## src/rtl/pwm2_pkg.sv

```systemverilog
package pwm2_pkg;

    localparam int CNTW      = 16;   // period/duty counter width
    localparam int DIVW      = 17;   // prescaler counter width (72000 fits)
    localparam int FSTRIDE   = 15;   // channel field stride in control word
    localparam int BUSY_BASE = 28;   // first busy bit

    typedef enum logic [1:0] {
        CH_STOP  = 2'd0,
        CH_RUN   = 2'd1,
        CH_ARMED = 2'd2,
        CH_SHOT  = 2'd3
    } ch_state_e;

    // packed: first member is the MSB, so code lands in bits 3:0
    typedef struct packed {
        logic       bypass;
        logic       start;
        logic       oneshot;
        logic       gate;
        logic       act_hi;
        logic       en;
        logic [3:0] code;
    } ch_field_t;

    function automatic logic [DIVW-1:0] div_of(input logic [3:0] code);
        logic [DIVW-1:0] d;
        case (code)
            4'd0:    d = DIVW'(120);
            4'd1:    d = DIVW'(180);
            4'd2:    d = DIVW'(240);
            4'd3:    d = DIVW'(360);
            4'd4:    d = DIVW'(480);
            4'd8:    d = DIVW'(12000);
            4'd9:    d = DIVW'(24000);
            4'd10:   d = DIVW'(36000);
            4'd11:   d = DIVW'(48000);
            4'd12:   d = DIVW'(72000);
            4'd15:   d = DIVW'(1);
            default: d = '0;        // reserved: no tick
        endcase
        return d;
    endfunction

endpackage

```

## src/rtl/pwm2_prescaler.sv

```systemverilog
module pwm2_prescaler
    import pwm2_pkg::*;
#(
    parameter int DW = pwm2_pkg::DIVW
) (
    input  logic       clk,
    input  logic       rst_n,
    input  logic       run,
    input  logic [3:0] code,
    input  logic       bypass,
    output logic       tick
);

    logic [DW-1:0] div;
    logic [DW-1:0] pcnt;
    logic          div_zero;

    always_comb begin
        div      = bypass ? DW'(1) : DW'(div_of(code));
        div_zero = (div == '0);
        // >= also recovers if the divider shrinks mid-count
        tick     = run && !div_zero && (pcnt >= div - DW'(1));
    end

    always_ff @(posedge clk or negedge rst_n) begin
        if (!rst_n)
            pcnt <= '0;
        else if (!run)
            pcnt <= '0;
        else if (div_zero)
            pcnt <= pcnt;
        else if (tick)
            pcnt <= '0;
        else
            pcnt <= pcnt + DW'(1);
    end

    // an idle prescaler restarts from zero
    p_idle_restart_r7: assert property (@(posedge clk) disable iff (!rst_n)
        !run |=> (pcnt == '0));

endmodule

```

## src/rtl/pwm2_channel.sv

```systemverilog
module pwm2_channel
    import pwm2_pkg::*;
#(
    parameter int CW = pwm2_pkg::CNTW
) (
    input  logic            clk,
    input  logic            rst_n,
    input  logic            run_ok,
    input  logic            oneshot,
    input  logic            start_req,
    input  logic            act_hi,
    input  logic            tick,
    input  logic            wr_en,
    input  logic [2*CW-1:0] wr_data,
    output logic            pwm,
    output logic            busy,
    output logic            shot_done,
    output logic            running,
    output logic [CW-1:0]   prd_q,
    output logic [CW-1:0]   dty_q
);

    ch_state_e       st, nxt;
    logic [CW-1:0]   cnt;
    logic [2*CW-1:0] shd;
    logic            boundary;
    logic            nxt_active;
    logic            apply;
    logic            on;

    always_comb begin
        running  = (st == CH_RUN) || (st == CH_SHOT);
        boundary = running && tick && (cnt == prd_q);
        apply    = busy && (boundary || !running);
    end

    // next-state logic
    always_comb begin
        nxt = st;
        unique case (st)
            CH_STOP:  if (run_ok) nxt = oneshot ? CH_ARMED : CH_RUN;
            CH_RUN:   if (boundary && oneshot) nxt = CH_ARMED;
            CH_ARMED: if (start_req) nxt = CH_SHOT;
                      else if (!oneshot) nxt = CH_RUN;
            CH_SHOT:  if (boundary) nxt = CH_ARMED;
        endcase
        if (!run_ok) nxt = CH_STOP;
        nxt_active = (nxt == CH_RUN) || (nxt == CH_SHOT);
    end

    // state register
    always_ff @(posedge clk or negedge rst_n) begin
        if (!rst_n) st <= CH_STOP;
        else        st <= nxt;
    end

    // counter and shadow datapath
    always_ff @(posedge clk or negedge rst_n) begin
        if (!rst_n) begin
            cnt   <= '0;
            shd   <= '0;
            busy  <= 1'b0;
            prd_q <= '0;
            dty_q <= '0;
        end else begin
            if (!nxt_active || boundary) cnt <= '0;
            else if (tick)               cnt <= cnt + CW'(1);

            if (wr_en && !busy) begin
                shd  <= wr_data;
                busy <= 1'b1;
            end else if (apply) begin
                prd_q <= shd[2*CW-1:CW];
                dty_q <= shd[CW-1:0];
                busy  <= 1'b0;
            end
        end
    end

    // outputs
    always_comb begin
        on        = running && (cnt < dty_q);
        pwm       = act_hi ? on : !on;
        shot_done = (st == CH_SHOT) && boundary;
    end

    p_cnt_range_r5: assert property (@(posedge clk) disable iff (!rst_n)
        running |-> (cnt <= prd_q));

    p_stop_on_drop_r7: assert property (@(posedge clk) disable iff (!rst_n)
        !run_ok |=> (st == CH_STOP));

    p_busy_clear_r9: assert property (@(posedge clk) disable iff (!rst_n)
        $fell(busy) |-> $past(boundary || !running));

    p_locked_shadow_r10: assert property (@(posedge clk) disable iff (!rst_n)
        (busy && wr_en) |=> $stable(shd));

    p_shot_rearm_r11: assert property (@(posedge clk) disable iff (!rst_n)
        ((st == CH_SHOT) && boundary && run_ok) |=> (st == CH_ARMED));

endmodule

```

## src/rtl/pwm2_ctrl.sv

```systemverilog
module pwm2_ctrl
    import pwm2_pkg::*;
#(
    parameter int NCH = 2,
    parameter int AW  = 4
) (
    input  logic           clk,
    input  logic           rst_n,
    input  logic           bus_wr,
    input  logic           bus_rd,
    input  logic [AW-1:0]  bus_addr,
    input  logic [31:0]    bus_wdata,
    output logic [31:0]    bus_rdata,
    output logic [NCH-1:0] pwm_out
);

    localparam int FW = $bits(ch_field_t);

    ch_field_t [NCH-1:0]           fld;
    logic [NCH-1:0]                busy, shot_done, ch_run, tick, ch_wr;
    logic [NCH-1:0][CNTW-1:0]      prd_q, dty_q;
    logic                          ctrl_wr;
    logic [31:0]                   ctrl_word, rd_val;

    assign ctrl_wr = bus_wr && (bus_addr == AW'(0));

    // control fields; start bit self-clears on shot completion
    always_ff @(posedge clk or negedge rst_n) begin
        if (!rst_n) begin
            fld <= '0;
        end else begin
            for (int n = 0; n < NCH; n++) begin
                if (ctrl_wr)
                    fld[n] <= ch_field_t'(bus_wdata[FSTRIDE*n +: FW]);
                else if (shot_done[n])
                    fld[n].start <= 1'b0;
            end
        end
    end

    always_comb begin
        ctrl_word = '0;
        for (int n = 0; n < NCH; n++) begin
            ctrl_word[FSTRIDE*n +: FW] = fld[n];
            ctrl_word[BUSY_BASE+n]     = busy[n];
        end
        rd_val = '0;
        if (bus_addr == AW'(0)) rd_val = ctrl_word;
        for (int n = 0; n < NCH; n++)
            if (bus_addr == AW'(4*(n+1))) rd_val = {prd_q[n], dty_q[n]};
    end

    always_ff @(posedge clk or negedge rst_n) begin
        if (!rst_n)      bus_rdata <= '0;
        else if (bus_rd) bus_rdata <= rd_val;
    end

    for (genvar g = 0; g < NCH; g++) begin : g_ch
        assign ch_wr[g] = bus_wr && (bus_addr == AW'(4*(g+1)));

        pwm2_prescaler #(.DW(DIVW)) u_pre (
            .clk    (clk),
            .rst_n  (rst_n),
            .run    (ch_run[g]),
            .code   (fld[g].code),
            .bypass (fld[g].bypass),
            .tick   (tick[g])
        );

        pwm2_channel #(.CW(CNTW)) u_ch (
            .clk       (clk),
            .rst_n     (rst_n),
            .run_ok    (fld[g].en && fld[g].gate),
            .oneshot   (fld[g].oneshot),
            .start_req (fld[g].start),
            .act_hi    (fld[g].act_hi),
            .tick      (tick[g]),
            .wr_en     (ch_wr[g]),
            .wr_data   (bus_wdata),
            .pwm       (pwm_out[g]),
            .busy      (busy[g]),
            .shot_done (shot_done[g]),
            .running   (ch_run[g]),
            .prd_q     (prd_q[g]),
            .dty_q     (dty_q[g])
        );

        p_freeze_r8: assert property (@(posedge clk) disable iff (!rst_n)
            (ch_run[g] && !fld[g].bypass && (div_of(fld[g].code) == '0))
                |-> !tick[g]);

        p_start_clear_r11: assert property (@(posedge clk) disable iff (!rst_n)
            $fell(fld[g].start) |-> $past(shot_done[g] || ctrl_wr));
    end

endmodule

```

## config.mk

```make
export PLATFORM = sky130hd
export DESIGN_NAME = pwm2_ctrl
export DESIGN_NICKNAME = d
export VERILOG_FILES = /design/src/rtl/pwm2_pkg.sv /design/src/rtl/pwm2_prescaler.sv /design/src/rtl/pwm2_channel.sv /design/src/rtl/pwm2_ctrl.sv
export SDC_FILE = /design/constraint.sdc
export NUM_CORES = 1
export LEC_CHECK = 0
export ABC_AREA = 1
export CORE_MARGIN = 2
export CORE_UTILIZATION = 30
export CTS_CLUSTER_DIAMETER = 120
export DETAILED_ROUTE_END_ITERATION = 12
export MAX_ROUTING_LAYER = met4
export PLACE_DENSITY = 0.44
export SYNTH_ARGS = -nofsm -noshare
export SYNTH_HDL_FRONTEND = slang
export SYNTH_HIERARCHICAL = 1
export SYNTH_SLANG_ARGS = --single-unit
```

## constraint.sdc

```tcl
create_clock -name clk -period 4.3 [get_ports clk]
set_input_delay 0.43 -clock clk [delete_from_list [all_inputs] [get_ports clk]]
set_output_delay 0.43 -clock clk [all_outputs]
set_load 0.05 [all_outputs]
```

### Word level (Yosys, flattened, before mapping)

Memory sizes are Yosys's and may differ from the RTL's.
Cells that the tools add are included.

| storage, ports and cells | value |
|---|---|
| bits in registers | 252 |
| latch bits | 0 |
| memory bits (writable) | 0 |
| bits in read-only memories | 512 |
| input port bits | 40 |
| output and inout port bits | 34 |
| word-level logic and storage cells | 152 |
| memories kept | 2 |

Memories:

| name | depth | width | read ports | clocked after memory_dff | write ports | RTL line | RTL |
|---|---|---|---|---|---|---|---|
| (no name shown) | 16 | 16 | 1 | 0 | 0 | pwm2_pkg.sv:28 | `case (code)` |
| (no name shown) | 16 | 16 | 1 | 0 | 0 | pwm2_pkg.sv:28 |  |

| operators by class | value |
|---|---|
| $add $sub $neg | 6 |
| $mul | 0 |
| divide/modulo/power cells | 0 |
| $lt $le $gt $ge | 4 |
| equality and inequality tests | 16 |
| shift operators | 0 |
| muxes and demuxes | 39 |
| bitwise logic cells | 2 |
| reductions and logical operators | 54 |

Operators by type and width:

| cell | number |
|---|---|
| 17-bit two-way mux | 8 |
| 16-bit two-way mux | 4 |
| 32-bit two-way mux | 2 |
| 17-bit by 1-bit adder with 17-bit output, second input constant | 2 |
| 17-bit greater-or-equal comparator | 2 |
| 17-bit zero test | 2 |
| 17-bit by 1-bit subtractor with 17-bit output, second input constant | 2 |
| 16-bit by 1-bit adder with 16-bit output, second input constant | 2 |
| 16-bit == test | 2 |
| 16-bit < comparator | 2 |
| 30-bit two-way mux | 1 |
| 2-bit two-way mux | 12 |
| 1-bit logical AND | 23 |
| 2-bit case mux with 4 select lines | 2 |
| 2-bit == test, second input constant | 6 |
| 2-bit nonzero test | 6 |
| 1-bit zero test | 10 |
| 1-bit two-way mux | 10 |
| 2-bit by 1-bit == test with 1-bit output, second input constant | 4 |
| 1-bit logical OR | 8 |
| 4-bit by 3-bit == test with 1-bit output, second input constant | 1 |
| 4-bit == test, second input constant | 1 |
| 2-bit zero test | 2 |
| 4-bit zero test | 1 |
| 3 further kinds | 6 |

### Depth between registers and ports, before layout

Gate-level depths: netlist of the first run.
An unclocked memory read counts as a cell.

| depth | value |
|---|---|
| word-level depth | 17 |
| mapped depth | 35 |
| depth with buffers taken out | 32 |

### Cells and area by module

Netlist of the first run, hierarchy kept.

Modules (own cells, without submodules):

| module | times used | cells each | area an instance (sq um) | sequential area each (sq um) |
|---|---|---|---|---|
| pwm2_channel at g_ch[0].u_ch | 1 | 501 | 4215.3 | 2077.0 |
| pwm2_channel at g_ch[1].u_ch | 1 | 505 | 4139.0 | 2077.0 |
| pwm2_prescaler | 2 | 298 | 2037.0 | 425.4 |
| pwm2_ctrl | 1 | 443 | 3005.4 | 1301.2 |

### Worst setup path before layout of the first run

OpenSTA, ideal clock, no wires.

| path | value |
|---|---|
| kind | flip-flop to flip-flop |
| start point | reg fld, in the netlist ctrl_word[0] |
| end point | reg g_ch[0].u_ch.cnt[14] |
| library setup time | 124 ps |
| data arrival time | 3805 ps |
| data required time | 4176 ps |
| path slack | 371 ps |
| cell stages (with the launch flop) | 30 |
| path buffers | 2 |
| clock period less this slack | 3929 ps |
| path through | dfrtp_1 inv_1 ha_1 nor2_1 nand2_1 nand3_1 nand2_1 nor2_2 nand2_1 nand3_1 inv_1 ha_1 nand2_1 nor2_1 nand2_1 nor2_1 nor2_1 nor2_1 nor2_2 buf_4 nor2_1 buf_4 nand2_1 nor2_2 nand4_1 nor2_1 nand2_1 nor3_1 xor2_1 nor2_4 |

| between the ends | value |
|---|---|
| longest elaborated chain between the ends | 17 |
| elaborated cells on any way between the ends | 22 |
| those cells by class | add/sub (1); order compare (1); eq/ne (2); mux (6); reduce/logical (11); memory (1) |

RTL lines:

| element | RTL line | RTL |
|---|---|---|
| start: declaration | pwm2_ctrl.sv:19 | `ch_field_t [NCH-1:0] fld;` |
| start signal: indexed assignment | pwm2_ctrl.sv:34 | `fld[n] <= ch_field_t'(bus_wdata[FSTRIDE*n +: FW]);` |
| memory 16 x 16 bit * | -- |  |
| 17-bit two-way mux * | pwm2_prescaler.sv:19 | `div = bypass ? DW'(1) : DW'(div_of(code));` |
| branches (longest 3 deep; another with 17-bit by 1-bit subtractor with 17-bit output) | -- |  |
| 1-bit logical AND * | pwm2_prescaler.sv:22 | `tick = run && !div_zero && (pcnt >= div - DW'(1));` |
| named net tick[0] | pwm2_ctrl.sv:20 | `logic [NCH-1:0] busy, shot_done, ch_run, tick, ch_wr;` |
| 1-bit logical AND (2 in series) | pwm2_channel.sv:33 | `boundary = running && tick && (cnt == prd_q);` |
| 1-bit logical AND | pwm2_channel.sv:42 | `CH_RUN: if (boundary && oneshot) nxt = CH_ARMED;` |
| 2-bit two-way mux | pwm2_channel.sv:42 |  |
| 2-bit case mux with 4 select lines | pwm2_channel.sv:40 | `unique case (st)` |
| 2-bit two-way mux | pwm2_channel.sv:47 | `if (!run_ok) nxt = CH_STOP;` |
| 2-bit by 1-bit == test with 1-bit output or 2-bit == test (tied branches) | pwm2_channel.sv:48 | `nxt_active = (nxt == CH_RUN) \|\| (nxt == CH_SHOT);` |
| 1-bit logical OR | pwm2_channel.sv:48 |  |
| 1-bit zero test | pwm2_channel.sv:66 | `if (!nxt_active \|\| boundary) cnt <= '0;` |
| 1-bit logical OR | pwm2_channel.sv:66 |  |
| 16-bit two-way mux or 2-bit nonzero test (tied branches) | -- |  |
| end signal: assignment | pwm2_channel.sv:67 | `else if (tick) cnt <= cnt + CW'(1);` |
| end: declaration | pwm2_channel.sv:24 | `logic [CW-1:0] cnt;` |

Mark *: on every way through the listed nets, which the timed path passes.
A chain may end at the register's enable or synchronous reset.

### Final worst setup path of the first run

| path | value |
|---|---|
| start point | reg fld, in the netlist ctrl_word[0] |
| end point | reg g_ch[0].u_ch.cnt[15] |

Same word-level chain as after synthesis.

==> results of run 1 <==
## per-layer routing
| metal | vias to the layer above | wire length, microns | global-route usage | share of wire |
|---|---|---|---|---|
| met5 | - | 0 | - | 0 |
| li1 | 6626 | - | - | - |
| met2 | 228 | 22250 | 0.3007 | 0.47 |
| met4 | 0 | 753 | 0.04315 | 0.016 |
| met1 | 6217 | 22230 | 0.2411 | 0.47 |
| met3 | 48 | 1956 | 0.03026 | 0.041 |
## registers in the layout, indices dropped and copies added, names as in the netlist
register and flops:
g_ch.u_ch/st 4, g_ch.u_ch/cnt 32, g_ch.u_pre/pcnt 34, g_ch.u_ch/prd_q 32, g_ch.u_ch/dty_q 32, ctrl_word 20, bus_rdata 32, g_ch.u_ch/shd 64
g_ch.u_ch/busy 2
## metrics by stage
stage	instance area [sq um]	hold slack (ns)	instances
after floorplan	15430	0.1344	2045
after global placement	16880	0.4522	2760
after detailed placement	16880	0.4698	2760
after CTS	18030	0.4811	2820
after global routing	18230	0.5035	2833
final	18230	0.4778	2833
## area by class of cell
type / count / area, sq um
Sequential cell: 252 / 6309
Timing Repair Buffer: 117 / 1139
Clock buffer: 49 / 998.5
Multi-Input combinational cell: 1414 / 7615
Antenna cell: 2 / 5.005
Inverter: 309 / 1175
Tap cell: 680 / 850.8
Clock inverter: 10 / 140.1
Fill cell: 5511 / 32860
## cell usage after synthesis, drive strengths merged
library cell	instances	area (sq um)
nand3	242	1361
o21ai	108	540.5
o31ai	2	15.01
a21boi	2	15.01
inv	308	1171
o211ai	2	15.01
nand3b	1	7.510
nor3	21	120.1
ha	80	1001
nor2	204	925.9
o21bai	2	15.01
dfrtp	252	6306
clkinv	1	3.750
a21oi	89	445.4
buf	41	312.8
nor3b	2	15.01
mux2	8	90.09
nor4	3	31.28
xnor2	14	122.6
a31oi	2	12.51
o21a	2	15.01
clkbuf	30	112.6
xor2	52	455.4
nand4	18	142.6
nand2	559	2181
## logic make-up after synthesis
family                   count (synthesis)  synth area share
adder cells (fa/ha/maj)                 80           0.06486
flip-flops                             252            0.4086
buffers and inverters                  380            0.1037
AND/OR/NAND/NOR                       1050            0.3100
multiplexers                             8          0.005837
XOR/XNOR                                66           0.03745
AO/OA/AOI/OAI                          209           0.06956
## timing repair
item	CTS	global route
gates resized for setup	0	23
setup buffers	0	10
hold endpoints to repair	34	0
hold buffers	1	0
setup endpoints to repair	0	99
## power by group
group	internal, uW	switching (uW)
sequential	2720	346
combinational	708	1240
clock	1800	1130
## worst paths after layout
path	slack [ns]	from	to	cells past startpoint
setup / recovery	0.42	ctrl_word[0]	g_ch[0].u_ch/cnt[15]	31
hold / removal	0.48	g_ch[1].u_ch/shd[31]	g_ch[1].u_ch/prd_q[15]	2
setup reg to reg	0.42	ctrl_word[0]	g_ch[0].u_ch/cnt[15]	31
hold reg to reg	0.48	g_ch[1].u_ch/shd[31]	g_ch[1].u_ch/prd_q[15]	2
max in group asynchronous	2.63	rst_n	g_ch[0].u_ch/cnt[13]	3
min in group asynchronous	0.54	rst_n	g_ch[1].u_pre/pcnt[6]	2
## worst min-delay path, stage by stage, from the launching register on
cell and delay (ns):
dfrtp_1 0.36, nand2_1 0.06, nand2_1 0.05
==> flow_summary.ini, run 1 <==
[worst_setup_path]
end_kind = flop
critical_path_buf_inv_count = 6
worst-path-max-fanout = 8
slowest_delay_ns = 0.35
slowest_stage = dfrtp_1
critPathKind = flop to flop
arrival_ns = 4.29
path_delay_family = simple AND/OR/NAND/NOR gates
cp.required_ns = 4.71
cp-start-kind = flop

[detailed_routing]
drc = 0
drtIter0Drc = 750
final_antenna_net_count = 0
num_vias = 13119
wl_per_cell_microns = 16.65
wirelength_microns = 47180
dr.pass1.iters = 5
avgViaCountPerCell = 4.631

[finish]
area_growth_pct = 18.13
utilization = 0.3568
layout_commonest_cell = nand2_1
nets = 2248
drive_gt1_frac = 0.1088
final_cell_mix = 525 x nand2_1, 281 x inv_1, 250 x dfrtp_1, 218 x nand3_1, 170 x nor2_1

[sta]
finalCriticalPeriod_ns = 3.877
worst_slew_pin_slew_ns = 0.9525
clock_skew_ns = 0.03132
slew_headroom = 0.3650
drv_slew = 0
timing_hold_violations_final = 0
max_freq_ghz = 0.2579
setup_ws_ns = 0.4230
min_period_over_period = 0.9016
setup_viol = 0
fin_tns_setup_ns = 0
rsz0062_at_grt = yes

[logic_synthesis]
ys_ff_latch = 252
netlist_area_sq_um = 15430
syn_nets = 2165
yosysUniqueCellTypes = 42
synth_warnings = 6
postSynthAreaPerCell_sq_um = 7.547
syn_inst = 2045
synth_seq_area_share = 0.4086

[clock_tree]
cts_buffer_depth = 3
clk_latency_ns = 0.55
cts_sinks = 252
cts_tree = done
clkTransAtPathRegs_ns = 0.06
cts_made_buffers = 34
htree_levels = 2
cts_root_buffer = clkbuf_16

[global_routing]
grt_pass1_wl_microns = 74780
track_usage = 0.1850
grt_remaining_overflow = 0
first_global_vias = 13241
antenna_found_initial = 2
grt_max_degree = 111

[job]
drv_cap = 0

[floorplan]
fp.dieH_microns = 230.8
row_count = 83
dieArea_sq_um = 53280
io_pins = 74
core_area_sq_um = 51090
floorplan.initialDensity = 0.3021
die_w_microns = 230.8

[place]
pre_cts_slack_ns = 0.04457
portBuffers = 73
routabilityCongestion = 0.8744
dp_hpwl_microns = 34210

[power]
design_power_total_uw = 7934
power_leakage_uw = 0.009342
power_density_nw_per_um2 = 435.2
ir_drop_v = 0.0002219

[outcome]
status = finished, final reports clean

[hold_path]
hp-class = flop to flop
Power figures use the tool's default switching activity.
==> inputs of run 2 (changes only) <==
- CORE_ASPECT_RATIO: unset -> 0.5
- CORE_MARGIN: 2 -> unset
==> run 2 against run 1 <==
Clock skew shrank 0.0091 ns. Die area shrank 1.6%. Largest power group unchanged. Clock-buffer cell count shrank 9. Final area shrank 0.63%. Flip-flop and latch count is the same. Sequential share of layout area grew 0.21 points. Critical path depth shrank 3. Critical path type unchanged.
==> flow_summary.ini, run 2 (synthesized netlist as in run 1, its figures left out) <==
[sta]
finalCriticalPeriod_ns = 3.932
slew_headroom = 0.4012
max_freq_ghz = 0.2543
clock_skew_ns = 0.02225
drv_slew = 0
timing_hold_violations_final = 0
min_period_over_period = 0.9145
rsz0062_at_grt = no
worst_slew_pin_slew_ns = 0.8950
setup_viol = 0
fin_tns_setup_ns = 0
fin_hold_ws_ns = 0.4267

[worst_setup_path]
critPathKind = flop to flop
slowest_stage = dfrtp_2
end_kind = flop
critPathLaunch = ctrl_word[1]
slowest_delay_ns = 0.43
worst-path-max-fanout = 7
cp-start-kind = flop
arrival_ns = 4.40
r2r_start = ctrl_word[1]
cp.required_ns = 4.77

[finish]
largest_reg_flops = 64
final_cell_mix = 524 x nand2_1, 281 x inv_1, 251 x dfrtp_1, 216 x nand3_1, 173 x nor2_1
nFillCells = 5426
nets = 2244
area_growth_pct = 17.38
reg_top3 = g_ch.u_ch/shd: 64 flops, g_ch.u_pre/pcnt: 34 flops
layout_commonest_cell = nand2_1
instances_no_fill = 2834
antenna_cells = 0
multiInputGateArea_sq_um = 7630
largest_register = g_ch.u_ch/shd
drive_gt1_frac = 0.1068
seq_area_sq_um = 6307

[global_routing]
track_usage = 0.1874
grt_max_degree = 83
grt_remaining_overflow = 0
antenna_found_initial = 0
grt_pass1_wl_microns = 74260
first_global_vias = 12755

[floorplan]
io_pins = 74
die_w_microns = 322.8
floorplan.initialDensity = 0.3056
fp.dieH_microns = 162.4
dieArea_sq_um = 52410
row_count = 58
core_area_sq_um = 50510

[place]
portBuffers = 73
dp_hpwl_microns = 33830
dp.cells = 2772
routabilityCongestion = 0.8692

[power]
power_leakage_uw = 0.009310
seq_power_share = 0.398
pwr-share-clk = 0.347
p_switching_uw = 2645
ir_drop_v = 0.0003040
p_comb_frac = 0.255
power_density_nw_per_um2 = 420.7
p_int_uw = 4977
switching_share = 0.3470

[clock_tree]
cts_sinks = 252
htree_levels = 1
cts_tree = done
cts_made_buffers = 27
clk_latency_ns = 0.59
cts_root_buffer = clkbuf_16
clkTransAtPathRegs_ns = 0.06
cts_buffer_depth = 3

[detailed_routing]
wl_per_cell_microns = 16.67
dr.pass1.iters = 5
num_vias = 13034
final_antenna_net_count = 0
drtIter0Drc = 753
drc = 0
avgViaCountPerCell = 4.599
wirelength_microns = 47250

[outcome]
status = finished, final reports clean

[job]
drv_cap = 0

[hold_path]
hp-class = input port to async pin
## run 2: cell type report
class                   count  share of cell area
clock buffers              40             0.04330
flip-flops and latches    252              0.3482
repair buffers            120             0.06437
well taps                 690             0.04766
clock inverters             9             0.01036
multi-input cells        1414              0.4212
inverters                 309             0.06499
## run 2: power by group through the flow
stage,registers [uW],clock network [uW],logic (uW)
floorplan,3020,0,1310
global placement,3070,0,1900
detailed placement,3080,0,1910
CTS,3040,2720,1920
global route,3080,2820,2230
finish,3030,2650,1940
## run 2: stage by stage
step / cell area, sq um / utilization / power [uW] / worst slack (ns)
after CTS: 17880 / 0.3540 / 7671 / 0.1199
final: 18120 / 0.3587 / 7622 / 0.3676
after detailed placement: 16900 / 0.3346 / 4985 / 0.1438
after global placement: 16900 / 0.3346 / 4971 / 0.1904
after floorplan: 15430 / - / 4334 / 0.3712
after global routing: 18120 / 0.3587 / 8129 / 0.001673
## run 2: what timing repair did
item | CTS | global route
endpoints found under the hold margin | 77 | 0
endpoints found under the setup margin | 0 | 99
resized for setup | 0 | 27
hold buffers | 1 | 0
buffers inserted | 0 | 10
## run 2: per-layer routing
| layer | global-route usage | up-vias | share of wire | wire, microns |
|---|---|---|---|---|
| li1 | - | 6608 | - | - |
| met1 | 0.2579 | 6217 | 0.50 | 23490 |
| met2 | 0.2976 | 159 | 0.46 | 21580 |
| met3 | 0.02226 | 50 | 0.028 | 1328 |
| met4 | 0.03662 | 0 | 0.018 | 852 |
| met5 | - | - | 0 | 0 |
## run 2: path summary, 6_finish.rpt
| kind | slack (ns) | depth (start not counted) | end |
|---|---|---|---|
| worst max-delay path | 0.37 | 28 | g_ch[0].u_ch/cnt[14] |
| worst min-delay path | 0.43 | 2 | g_ch[0].u_pre/pcnt[13] |
| worst max register to register | 0.37 | 28 | g_ch[0].u_ch/cnt[14] |
| worst min register to register | 0.48 | 2 | bus_rdata[6] |
| max in group asynchronous | 2.87 | 3 | g_ch[1].u_ch/prd_q[5] |
| min in group clk | 0.47 | 3 | ctrl_word[21] |
## run 2: worst max-delay path, delay by kind of cell (launching register included)
family	cells	cell delay, ns
buffers and inverters	3	0.33
xor gates and xnor gates	1	0.25
DFF	1	0.43
and+or+nand+nor	22	2.26
adders and majority gates	2	0.53
==> inputs of run 3 (changes only) <==
- GPL_TIMING_DRIVEN: unset -> 0
==> run 3 against run 2 <==
Final area is 2.3% higher. Sequential power about the same. Power increased by 0.89%. Register-to-register slack lost 0.13 ns. Setup slack worse by 0.13 ns. Utilization rose by 0.83 points. Largest power group unchanged.
==> flow_summary.ini, run 3 (synthesized netlist as in run 1, its figures left out) <==
[clock_tree]
clk_latency_ns = 0.60
cts_tree = done
cts_made_buffers = 28
cts_sinks = 252
htree_levels = 1
cts_buffer_depth = 3
cts_root_buffer = clkbuf_16
clkTransAtPathRegs_ns = 0.06

[floorplan]
floorplan.initialDensity = 0.3056
fp.dieH_microns = 162.4
dieArea_sq_um = 52410
core_area_sq_um = 50510
io_pins = 74
die_w_microns = 322.8
row_count = 58

[worst_setup_path]
slowest_stage = dfrtp_2
cp-start-kind = flop
slowest_delay_ns = 0.40
end_kind = flop
critPathCapture = g_ch[0].u_ch/cnt[8]
worst-path-max-fanout = 7
arrival_ns = 4.54
r2r_setup_slack_ns = 0.24
r2r_start = ctrl_word[0]
cp.required_ns = 4.78
critPathLaunch = ctrl_word[0]
critPathKind = flop to flop
reg2reg_depth = 34
r2r-end = g_ch[0].u_ch/cnt[8]

[detailed_routing]
drc = 0
drtIter0Drc = 907
final_antenna_net_count = 0
dr.pass1.iters = 6
num_vias = 13165
wl_per_cell_microns = 16.93
wirelength_microns = 48890
avgViaCountPerCell = 4.559

[global_routing]
grt_max_degree = 95
grt_pass1_wl_microns = 75840
grt_util_met1 = 0.2819
track_usage = 0.1939
grtUsageMet2 = 0.2882
antenna_found_initial = 0
grt_remaining_overflow = 0
use_met3 = 0.02910
first_global_vias = 12648
busiest_layer = met2

[outcome]
status = finished, final reports clean

[finish]
utilization = 0.3670
drive_gt1_frac = 0.1284
nets = 2296
largest_reg_flops = 64
multiInputGateArea_sq_um = 7717
final_cell_mix = 527 x nand2_1, 277 x inv_1, 244 x dfrtp_1, 213 x nand3_1, 166 x nor2_1
nFillCells = 5409
reg_top3 = g_ch.u_ch/shd: 64 flops, g_ch.u_pre/pcnt: 34 flops
largest_register = g_ch.u_ch/shd
layout_commonest_cell = nand2_1
area_growth_pct = 20.11
seq_area_sq_um = 6316
instances_no_fill = 2888

[sta]
fin_tns_setup_ns = 0
clock_skew_ns = 0.03117
drv_slew = 0
worst_slew_pin_slew_ns = 0.9301
slew_headroom = 0.3799
setup_viol = 0
min_period_over_period = 0.9443
finalCriticalPeriod_ns = 4.060
timing_hold_violations_final = 0
max_freq_ghz = 0.2463

[power]
power_density_nw_per_um2 = 414.8
power_leakage_uw = 0.009469
ir_drop_v = 0.0002948

[place]
dp.cells = 2809
portBuffers = 72
dp_hpwl_microns = 37570
routabilityCongestion = 0.8571

[job]
drv_cap = 0

[hold_path]
hp-class = input port to flop
## run 3: cell count changes in the layout (fill, tap and decap cells not counted), moves of 5 or more
| cell | previous run | this run |
|---|---|---|
| clkinv_2 | 2 | 8 |
| ha_1 | 80 | 75 |
| buf_2 | 0 | 17 |
| dfrtp_1 | 251 | 244 |
| buf_6 | 2 | 7 |
| nand2_2 | 32 | 27 |
| clkbuf_2 | 0 | 5 |
| buf_4 | 39 | 33 |
| clkbuf_1 | 7 | 27 |
| nor2_1 | 173 | 166 |
| dfrtp_2 | 1 | 8 |
## run 3: layout make-up
class / instances / share of cell area
clock buffers: 36 / 0.04212
inverters: 309 / 0.06365
repair buffers: 103 / 0.05575
clock inverters: 15 / 0.01107
multi-input cells: 1413 / 0.4163
diodes: 1 / 0.0001350
well taps: 690 / 0.04657
flip-flops and latches: 252 / 0.3407
plain buffers: 69 / 0.02369
## run 3: worst min-delay path by stage
stage                         startpoint                     end  slack (ns)  cells after the start
floorplan                          rst_n            bus_rdata[0]        0.13                      0
global placement    g_ch[0].u_ch/shd[31]  g_ch[0].u_ch/prd_q[15]        0.44                      2
detailed placement  g_ch[0].u_ch/shd[31]  g_ch[0].u_ch/prd_q[15]        0.45                      2
CTS                               bus_rd           bus_rdata[22]        0.35                      4
global route                      bus_rd           bus_rdata[22]        0.40                      5
finish                            bus_rd           bus_rdata[22]        0.38                      4
## run 3: routing by layer
layer  part of all wire  vias up
li1                   -     6729
met1               0.51     6203
met2               0.44      192
met3              0.040       41
met4              0.014        0
met5                  0        -
## run 3: per-stage QoR
step	setup slack, ns	total power (uW)	cell area, sq um	hold slack (ns)
floorplan	0.3712	4334	15430	0.1344
global placement	-9.274	4980	17020	0.4439
detailed placement	-0.8247	4995	17080	0.4469
CTS	0.002257	7668	18210	0.3512
global route	-0.02470	8202	18540	0.4007
finish	0.2397	7690	18540	0.3809
## run 3: critical path, delay by kind of cell (launching register included)
family	cells	cell delay, ns
and+or+nand+nor	25	2.40
buffers and inverters	7	0.72
adders and majority gates	2	0.42
DFF	1	0.40
## run 3: what timing repair did
| item | 4_1_cts | 5_1_grt |
|---|---|---|
| buffers inserted | 11 | 14 |
| pin swaps | 4 | 12 |
| hold endpoints to repair | 71 | 0 |
| hold buffers | 1 | 0 |
| endpoints found under the setup margin | 104 | 99 |
| resized for setup | 27 | 45 |
| cloned | 0 | 3 |
## run 3: power breakdown
group / switching (uW) / leakage (uW) / internal [uW]
logic: 1280 / 0.00586 / 757
clock network: 1070 / 0.000484 / 1520
registers: 334 / 0.00312 / 2720
total: 2690 / 0.00947 / 5000
